## src/rtl/dac_chain_pkg.sv

```systemverilog
package dac_chain_pkg;
  localparam int MODE_W = 2;
  localparam int ADDR_W = 4;
  localparam int DATA_W = 12;
  localparam int WORD_W = MODE_W + ADDR_W + DATA_W;
  localparam logic [MODE_W-1:0] NOP_MODE = 2'b11;

  typedef enum logic [2:0] {
    ST_IDLE,
    ST_SETUP,
    ST_LOW,
    ST_HIGH,
    ST_GAP
  } host_state_e;
endpackage

```

## src/rtl/dac_frame_pack.sv

```systemverilog
module dac_frame_pack
  import dac_chain_pkg::*;
#(
  parameter int N_DEV = 4,
  parameter logic [MODE_W-1:0] WRITE_MODE = 2'b00,
  localparam int FRAME_W = N_DEV * WORD_W
) (
  input  logic [N_DEV-1:0]        wr_en,
  input  logic [N_DEV*ADDR_W-1:0] addr_vec,
  input  logic [N_DEV*DATA_W-1:0] data_vec,
  output logic [FRAME_W-1:0]      frame
);
  // the farthest device occupies the top word, so it leaves first
  for (genvar k = 0; k < N_DEV; k++) begin : g_word
    always_comb begin
      if (wr_en[k])
        frame[k*WORD_W +: WORD_W] = {WRITE_MODE, addr_vec[k*ADDR_W +: ADDR_W],
                                     data_vec[k*DATA_W +: DATA_W]};
      else
        frame[k*WORD_W +: WORD_W] = {NOP_MODE, {(ADDR_W+DATA_W){1'b0}}};
    end
  end
endmodule

```

## src/rtl/dac_timer.sv

```systemverilog
module dac_timer #(
  parameter int CNT_W = 4
) (
  input  logic             clk,
  input  logic             rst_n,
  input  logic             load,
  input  logic [CNT_W-1:0] load_val,
  input  logic             en,
  output logic             zero
);
  logic [CNT_W-1:0] cnt_q, cnt_d;

  always_comb begin
    cnt_d = cnt_q;
    if (load)
      cnt_d = load_val;
    else if (en && cnt_q != '0)
      cnt_d = cnt_q - 1'b1;
  end

  always_ff @(posedge clk or negedge rst_n) begin
    if (!rst_n) cnt_q <= '0;
    else        cnt_q <= cnt_d;
  end

  assign zero = (cnt_q == '0);
endmodule

```

## src/rtl/dac_chain_host.sv

```systemverilog
module dac_chain_host
  import dac_chain_pkg::*;
#(
  parameter int N_DEV = 4,
  parameter int HALF_CYC = 2,
  parameter int SETUP_CYC = 2,
  parameter int GAP_SOLO_CYC = 20,
  parameter int GAP_CHAIN_CYC = 40,
  parameter logic [1:0] WRITE_MODE = 2'b00
) (
  input  logic                  clk,
  input  logic                  rst_n,
  input  logic                  start,
  input  logic [N_DEV-1:0]      wr_en,
  input  logic [N_DEV*4-1:0]    addr_vec,
  input  logic [N_DEV*12-1:0]   data_vec,
  output logic                  ready,
  input  logic                  busy_n,
  output logic                  sync_n,
  output logic                  sclk,
  output logic                  din,
  output logic                  done
);
  localparam int FRAME_W = N_DEV * WORD_W;
  localparam int GAP_CYC = (N_DEV == 1) ? GAP_SOLO_CYC : GAP_CHAIN_CYC;
  localparam int MAX_A   = (HALF_CYC > SETUP_CYC) ? HALF_CYC : SETUP_CYC;
  localparam int MAX_CYC = (MAX_A > GAP_CYC) ? MAX_A : GAP_CYC;
  localparam int CNT_W   = $clog2(MAX_CYC + 1);
  localparam int BIT_W   = $clog2(FRAME_W + 1);

  host_state_e        state_q, state_d;
  logic [FRAME_W-1:0] shreg_q, shreg_d, frame;
  logic [BIT_W-1:0]   bits_q, bits_d;
  logic               sync_q, sync_d, sclk_q, sclk_d, done_q, done_d;
  logic               tmr_load, tmr_en, tmr_zero;
  logic [CNT_W-1:0]   tmr_val;

  dac_frame_pack #(.N_DEV(N_DEV), .WRITE_MODE(WRITE_MODE)) i_pack (
    .wr_en(wr_en), .addr_vec(addr_vec), .data_vec(data_vec), .frame(frame)
  );

  dac_timer #(.CNT_W(CNT_W)) i_timer (
    .clk(clk), .rst_n(rst_n), .load(tmr_load), .load_val(tmr_val),
    .en(tmr_en), .zero(tmr_zero)
  );

  always_comb begin
    state_d  = state_q;
    shreg_d  = shreg_q;
    bits_d   = bits_q;
    sync_d   = sync_q;
    sclk_d   = sclk_q;
    done_d   = 1'b0;
    tmr_load = 1'b0;
    tmr_en   = 1'b0;
    tmr_val  = '0;
    unique case (state_q)
      ST_IDLE: begin
        if (start && busy_n) begin
          shreg_d  = frame;
          bits_d   = BIT_W'(FRAME_W - 1);
          sync_d   = 1'b0;
          tmr_load = 1'b1;
          tmr_val  = CNT_W'(SETUP_CYC - 1);
          state_d  = ST_SETUP;
        end
      end
      ST_SETUP: begin
        if (busy_n) begin
          if (tmr_zero) begin
            sclk_d   = 1'b0;
            tmr_load = 1'b1;
            tmr_val  = CNT_W'(HALF_CYC - 1);
            state_d  = ST_LOW;
          end else begin
            tmr_en = 1'b1;
          end
        end
      end
      ST_LOW: begin
        if (busy_n) begin
          if (tmr_zero) begin
            sclk_d   = 1'b1;
            shreg_d  = {shreg_q[FRAME_W-2:0], 1'b0};
            tmr_load = 1'b1;
            tmr_val  = CNT_W'(HALF_CYC - 1);
            state_d  = ST_HIGH;
          end else begin
            tmr_en = 1'b1;
          end
        end
      end
      ST_HIGH: begin
        if (busy_n) begin
          if (!tmr_zero) begin
            tmr_en = 1'b1;
          end else if (bits_q == '0) begin
            sync_d   = 1'b1;
            done_d   = 1'b1;
            tmr_load = 1'b1;
            tmr_val  = CNT_W'(GAP_CYC - 1);
            state_d  = ST_GAP;
          end else begin
            bits_d   = bits_q - 1'b1;
            sclk_d   = 1'b0;
            tmr_load = 1'b1;
            tmr_val  = CNT_W'(HALF_CYC - 1);
            state_d  = ST_LOW;
          end
        end
      end
      ST_GAP: begin
        if (tmr_zero) state_d = ST_IDLE;
        else          tmr_en  = 1'b1;
      end
      default: state_d = ST_IDLE;
    endcase
  end

  always_ff @(posedge clk or negedge rst_n) begin
    if (!rst_n) begin
      state_q <= ST_IDLE;
      shreg_q <= '0;
      bits_q  <= '0;
      sync_q  <= 1'b1;
      sclk_q  <= 1'b1;
      done_q  <= 1'b0;
    end else begin
      state_q <= state_d;
      shreg_q <= shreg_d;
      bits_q  <= bits_d;
      sync_q  <= sync_d;
      sclk_q  <= sclk_d;
      done_q  <= done_d;
    end
  end

  assign ready  = (state_q == ST_IDLE) && busy_n;
  assign sync_n = sync_q;
  assign sclk   = sclk_q;
  assign din    = shreg_q[FRAME_W-1];
  assign done   = done_q;
endmodule


```

## config.mk

```make
export PLATFORM = sky130hd
export DESIGN_NAME = dac_chain_host
export DESIGN_NICKNAME = d
export VERILOG_FILES = /design/src/rtl/dac_chain_pkg.sv /design/src/rtl/dac_frame_pack.sv /design/src/rtl/dac_timer.sv /design/src/rtl/dac_chain_host.sv
export SDC_FILE = /design/constraint.sdc
export NUM_CORES = 1
export LEC_CHECK = 0
export ABC_CLOCK_PERIOD_IN_PS = 2800
export BUFFER_PORTS_ARGS = -buffer_cell sky130_fd_sc_hd__buf_2
export CAP_MARGIN = 20
export CELL_PAD_IN_SITES_DETAIL_PLACEMENT = 1
export CELL_PAD_IN_SITES_GLOBAL_PLACEMENT = 2
export CORE_MARGIN = 1
export CORE_UTILIZATION = 25
export DETAILED_ROUTE_END_ITERATION = 10
export PLACE_DENSITY_LB_ADDON = 0.1
export REMOVE_ABC_BUFFERS = 1
export SLEW_MARGIN = 40
export SYNTH_ARGS = -nofsm -noshare
export SYNTH_HDL_FRONTEND = slang
export SYNTH_SLANG_ARGS = --single-unit
```

## constraint.sdc

```tcl
create_clock -name clk -period 2.8 [get_ports clk]
set_input_delay 0.84 -clock clk [delete_from_list [all_inputs] [get_ports clk]]
set_output_delay 0.84 -clock clk [all_outputs]
set_load 0.01 [all_outputs]
```

==> results list <==
* P per Cell Area: 942 nW/um^2
- Total via count in the routed design: 3947
* Starting Density: 0.256
- Total die area: 19100 sq um
- VDD sags by at most 0.380 mV.
- For this run, the post-layout net count is 666.
- Top fanout value on the critical path: 54
- TritonCTS clock tree: done
- Number of failing hold endpoints at the final stage: 0
* Detailed Route Iter0 Violations: 162
- Maximum number of pins on one net before global-route repair: 55
- Clock latency on the worst-skew pair, taken at its later pin, is 0.35 ns.
- Synthesis produced a netlist whose cell count is 528.
- STA classifies the critical path endpoint as a flop.
- The number of antenna violations at the first check in global routing was 0.
- Once layout is complete, the cells apart from fillers number 823.
- Primary FF master, synth: sky130_fd_sc_hd__dfrtp_1
* Cells taking the most area after synthesis: sky130_fd_sc_hd__dfrtp_1 48%, sky130_fd_sc_hd__and3_1 8.8%, sky130_fd_sc_hd__a21oi_1 8.4%
- Total of flip-flops plus latches after synthesis: 91
- In the routed design, unresolved DRC markers number 11.
- No sink is reached through more buffers than the 2 on the longest clock path.
- Sink Count: 91
* Area of the core region: 18100 sq um
- STA puts the critical path data required time at 3.03 ns.
- Of the cells placed in the final design, the portion with a size suffix greater than 1 is 0.195.
* Sequential cell area fraction in the yosys report: 0.492
* Number of core rows: 49
- Crit path max-delay family: simple AND/OR/NAND/NOR gates
- For this block, wires on met1 add up to 6110 um.
* Max capacitance violation total: 0
- Number of global-route vias before repair: 4122
* Detailed-route vias per instance: 4.80
- Count of flip-flops with a built-in enable after synthesis: 0
* Width of the chip: 138 um
* Clock root buffer: sky130_fd_sc_hd__clkbuf_16
- The routed design uses 5810 um of met2 wire.
* Ordered list of cells on the worst path: inv_1 > ha_1 > nor2b_2 > a31oi_1 > or3_4 > buf_4 > nand2_1 > o21ai_1
- Reg-to-reg slack, setup: 0.42 ns
* Setup crit start kind: flop
- Summed over all layers, the routed wires come to 12400 um.
* Total CTS buffers: 9
- 0 antenna diodes ended up in the layout.
- Relative to the synthesized area, the layout overhead comes to 21.2%.
* Top layer reached by signal wires: met4
* Type of the setup path with the least slack: reg2reg
- Number of max-slew violations in the final report: 0
* Internal power: 3.42 mW
* Fraction of power consumed by combinational cells: 0.324
- Routability-driven placement finished with a final weighted congestion of 0.739.
- Once layout is complete, the utilization of the core stands at 0.311.
- In this run the cell area of the synthesized design comes to 4630 sq um.
- The largest total area in the synthesized netlist belongs to sky130_fd_sc_hd__dfrtp_1.
* Average size of a mapped cell: 8.78 sq um
- Crit path buffers/inverters: 2
- In this run the power spent charging and discharging nets is 1.87 mW.
* Count of buffers inserted at the top-level ports: 76
- Clock power share: 0.285
- Sw Share: 0.354
- Die span in y: 138 um
- After legalization and detailed placement, the total HPWL measured 8470 um.
* Met3 WL: 348 um
- Rel. slew slack: 0.567
- Synth Warn #: 0
- Worst-margin pin slew: 0.643 ns
- Router iterations before antenna repair: 8
- RSZ-0062 raised after global routing: false
* GRT Residual Overflow: 0
- Synth cell types: 46
- After clock tree synthesis, the setup repair step added 0 buffers.
- Share of the synthesized area in the top cell type: 0.481
- Outcome: complete, but fails checks
- Setup violations remaining at the end of the flow were counted as 0.
* Leakage power: 2.65 nW
- Sum of negative setup slack: 0 ns
- Number of instances resized during post-cts repair: 0
- In this run, post-CTS hold repair placed 0 buffers.
- For this run, the top clock speed supported by timing is 421 MHz.
* Post-route clock skew: 0.00772 ns
* Minimum clock period after layout: 2.38 ns
- For this run, the total global-route usage over all layers was measured as 0.139.
- For this design, the slowest cell found on the critical path is sky130_fd_sc_hd__or3_4.
* Failing checks: design-rule violations
* Proportion of synthesized flip-flops having asynchronous set or reset: 1.00
- For this run, the slowest stage of the critical path takes 0.62 ns.
- The detail route stage leaves a number of antenna-violating nets equal to 0.
* Data arrival time of the critical path: 2.61 ns
- Worst hold path class: in2async
- CTS clk-pin slew, worst paths: 0.06 ns
- Wire length of the first global-routing pass: 21200 um
- Final worst-path cycle share: 0.849
- Sequential fraction of design power: 0.392
- Num ports: 77
* CTS H-Tree Depth: 3
- In the final routed layout, each cell accounts on average for 15.1 um.
- Count of placed standard cells including taps: 808
stage by stage:
step	worst slack [ns]	power (mW)	instance area, sq um	hold slack (ns)
global placement	0.294	3.80	5250	0.467
finish	0.422	5.29	5620	0.433
floorplan	-1.08	3.17	4410	0.450
detailed placement	0.306	3.85	5250	0.473
CTS	0.409	5.41	5620	0.440
global route	0.235	5.74	5620	0.450
synthesized netlist by cell type, types with 2 or more instances:
library cell and instances:
sky130_fd_sc_hd__a21oi_1 78, sky130_fd_sc_hd__a31oi_1 4, sky130_fd_sc_hd__and2_1 2, sky130_fd_sc_hd__and3_1 65, sky130_fd_sc_hd__buf_2 5, sky130_fd_sc_hd__buf_4 2
sky130_fd_sc_hd__buf_6 8, sky130_fd_sc_hd__clkbuf_1 21, sky130_fd_sc_hd__clkbuf_2 4, sky130_fd_sc_hd__dfrtp_1 89, sky130_fd_sc_hd__dfstp_2 2, sky130_fd_sc_hd__ha_1 4
sky130_fd_sc_hd__inv_1 4, sky130_fd_sc_hd__mux2i_1 2, sky130_fd_sc_hd__nand2_1 86, sky130_fd_sc_hd__nand2b_1 7, sky130_fd_sc_hd__nand3_1 9, sky130_fd_sc_hd__nor2_1 17
sky130_fd_sc_hd__nor2b_1 5, sky130_fd_sc_hd__nor3_1 7, sky130_fd_sc_hd__o21ai_0 13, sky130_fd_sc_hd__o21ai_1 60, sky130_fd_sc_hd__o22ai_1 2, sky130_fd_sc_hd__or3_1 6
sky130_fd_sc_hd__or4_1 2, sky130_fd_sc_hd__xnor2_1 4
worst reg2reg max path, cell delays in order, from the launching register on:
cell	delay [ns]
sky130_fd_sc_hd__dfrtp_1	0.42
sky130_fd_sc_hd__inv_1	0.12
sky130_fd_sc_hd__ha_1	0.19
sky130_fd_sc_hd__nor2b_2	0.30
sky130_fd_sc_hd__a31oi_1	0.15
sky130_fd_sc_hd__or3_4	0.62
sky130_fd_sc_hd__buf_4	0.31
sky130_fd_sc_hd__nand2_1	0.08
sky130_fd_sc_hd__o21ai_1	0.06
path summary, 6_finish.rpt:
kind	start	to	cells after the start
setup / recovery	i_timer.cnt_q[0]	shreg_q[36]	8
hold / removal	rst_n	shreg_q[47]	1
setup reg to reg	i_timer.cnt_q[0]	shreg_q[36]	8
hold reg to reg	shreg_q[55]	shreg_q[55]	2
max in group asynchronous	rst_n	sync_n	2
min in group clk	shreg_q[55]	shreg_q[55]	2
registers in the layout (all words and copies together), names as in the netlist:
signal / count
sclk: 1
state_q: 3
shreg_q: 72
i_timer.cnt_q: 6
done: 1
bits_q: 7
sync_n: 1
layer usage:
metal	GRT usage	vias up
li1	-	1982
met1	0.184	1906
met5	0	-
met2	0.224	50
met3	0.0263	9
met4	0.0568	0
layout by cell type (no fill, tap or decap), drive strengths merged, types with 2 or more instances in the layout:
master | Yosys | routed
buf | 15 | 91
dfrtp | 89 | 89
nand2 | 86 | 86
a21oi | 78 | 78
o21ai | 73 | 73
and3 | 65 | 65
nor2 | 17 | 17
clkbuf | 25 | 10
nand3 | 9 | 9
nor3 | 8 | 8
nand2b | 7 | 7
or3 | 6 | 6
nor2b | 6 | 6
inv | 4 | 4
a31oi | 4 | 4
xnor2 | 4 | 4
ha | 4 | 4
bufinv | 0 | 4
and2 | 2 | 2
mux2i | 2 | 2
or4 | 2 | 2
o22ai | 2 | 2
dfstp | 2 | 2
power groups by stage:
stage          combinational, mW  sequential [mW]  clock, mW
5_1_grt                     1.99             2.14       1.61
6_report                    1.71             2.07       1.51
4_1_cts                     1.76             2.08       1.57
3_5_place_dp                1.75             2.10          0
2_1_floorplan               1.15             2.03          0
3_3_place_gp                1.71             2.09          0
cell families after synthesis:
kind of cell / Yosys count / share of synthesized area
simple gates: 214 / 0.234
compound gates: 169 / 0.198
buf+inv: 44 / 0.0526
mux: 2 / 0.00432
xor+xnor: 4 / 0.00756
flops: 91 / 0.492
fa+ha+maj: 4 / 0.0108
cell type report:
class / instances / area (sq um)
Clock buffer: 10 / 239
Tap cell: 229 / 287
Multi-Input combinational cell: 393 / 2130
Timing Repair Buffer: 91 / 546
Inverter: 4 / 15.0
Clock inverter: 5 / 125
Sequential cell: 91 / 2280
Fill cell: 2121 / 12500
Note: power is estimated with default switching activity, not from simulation.
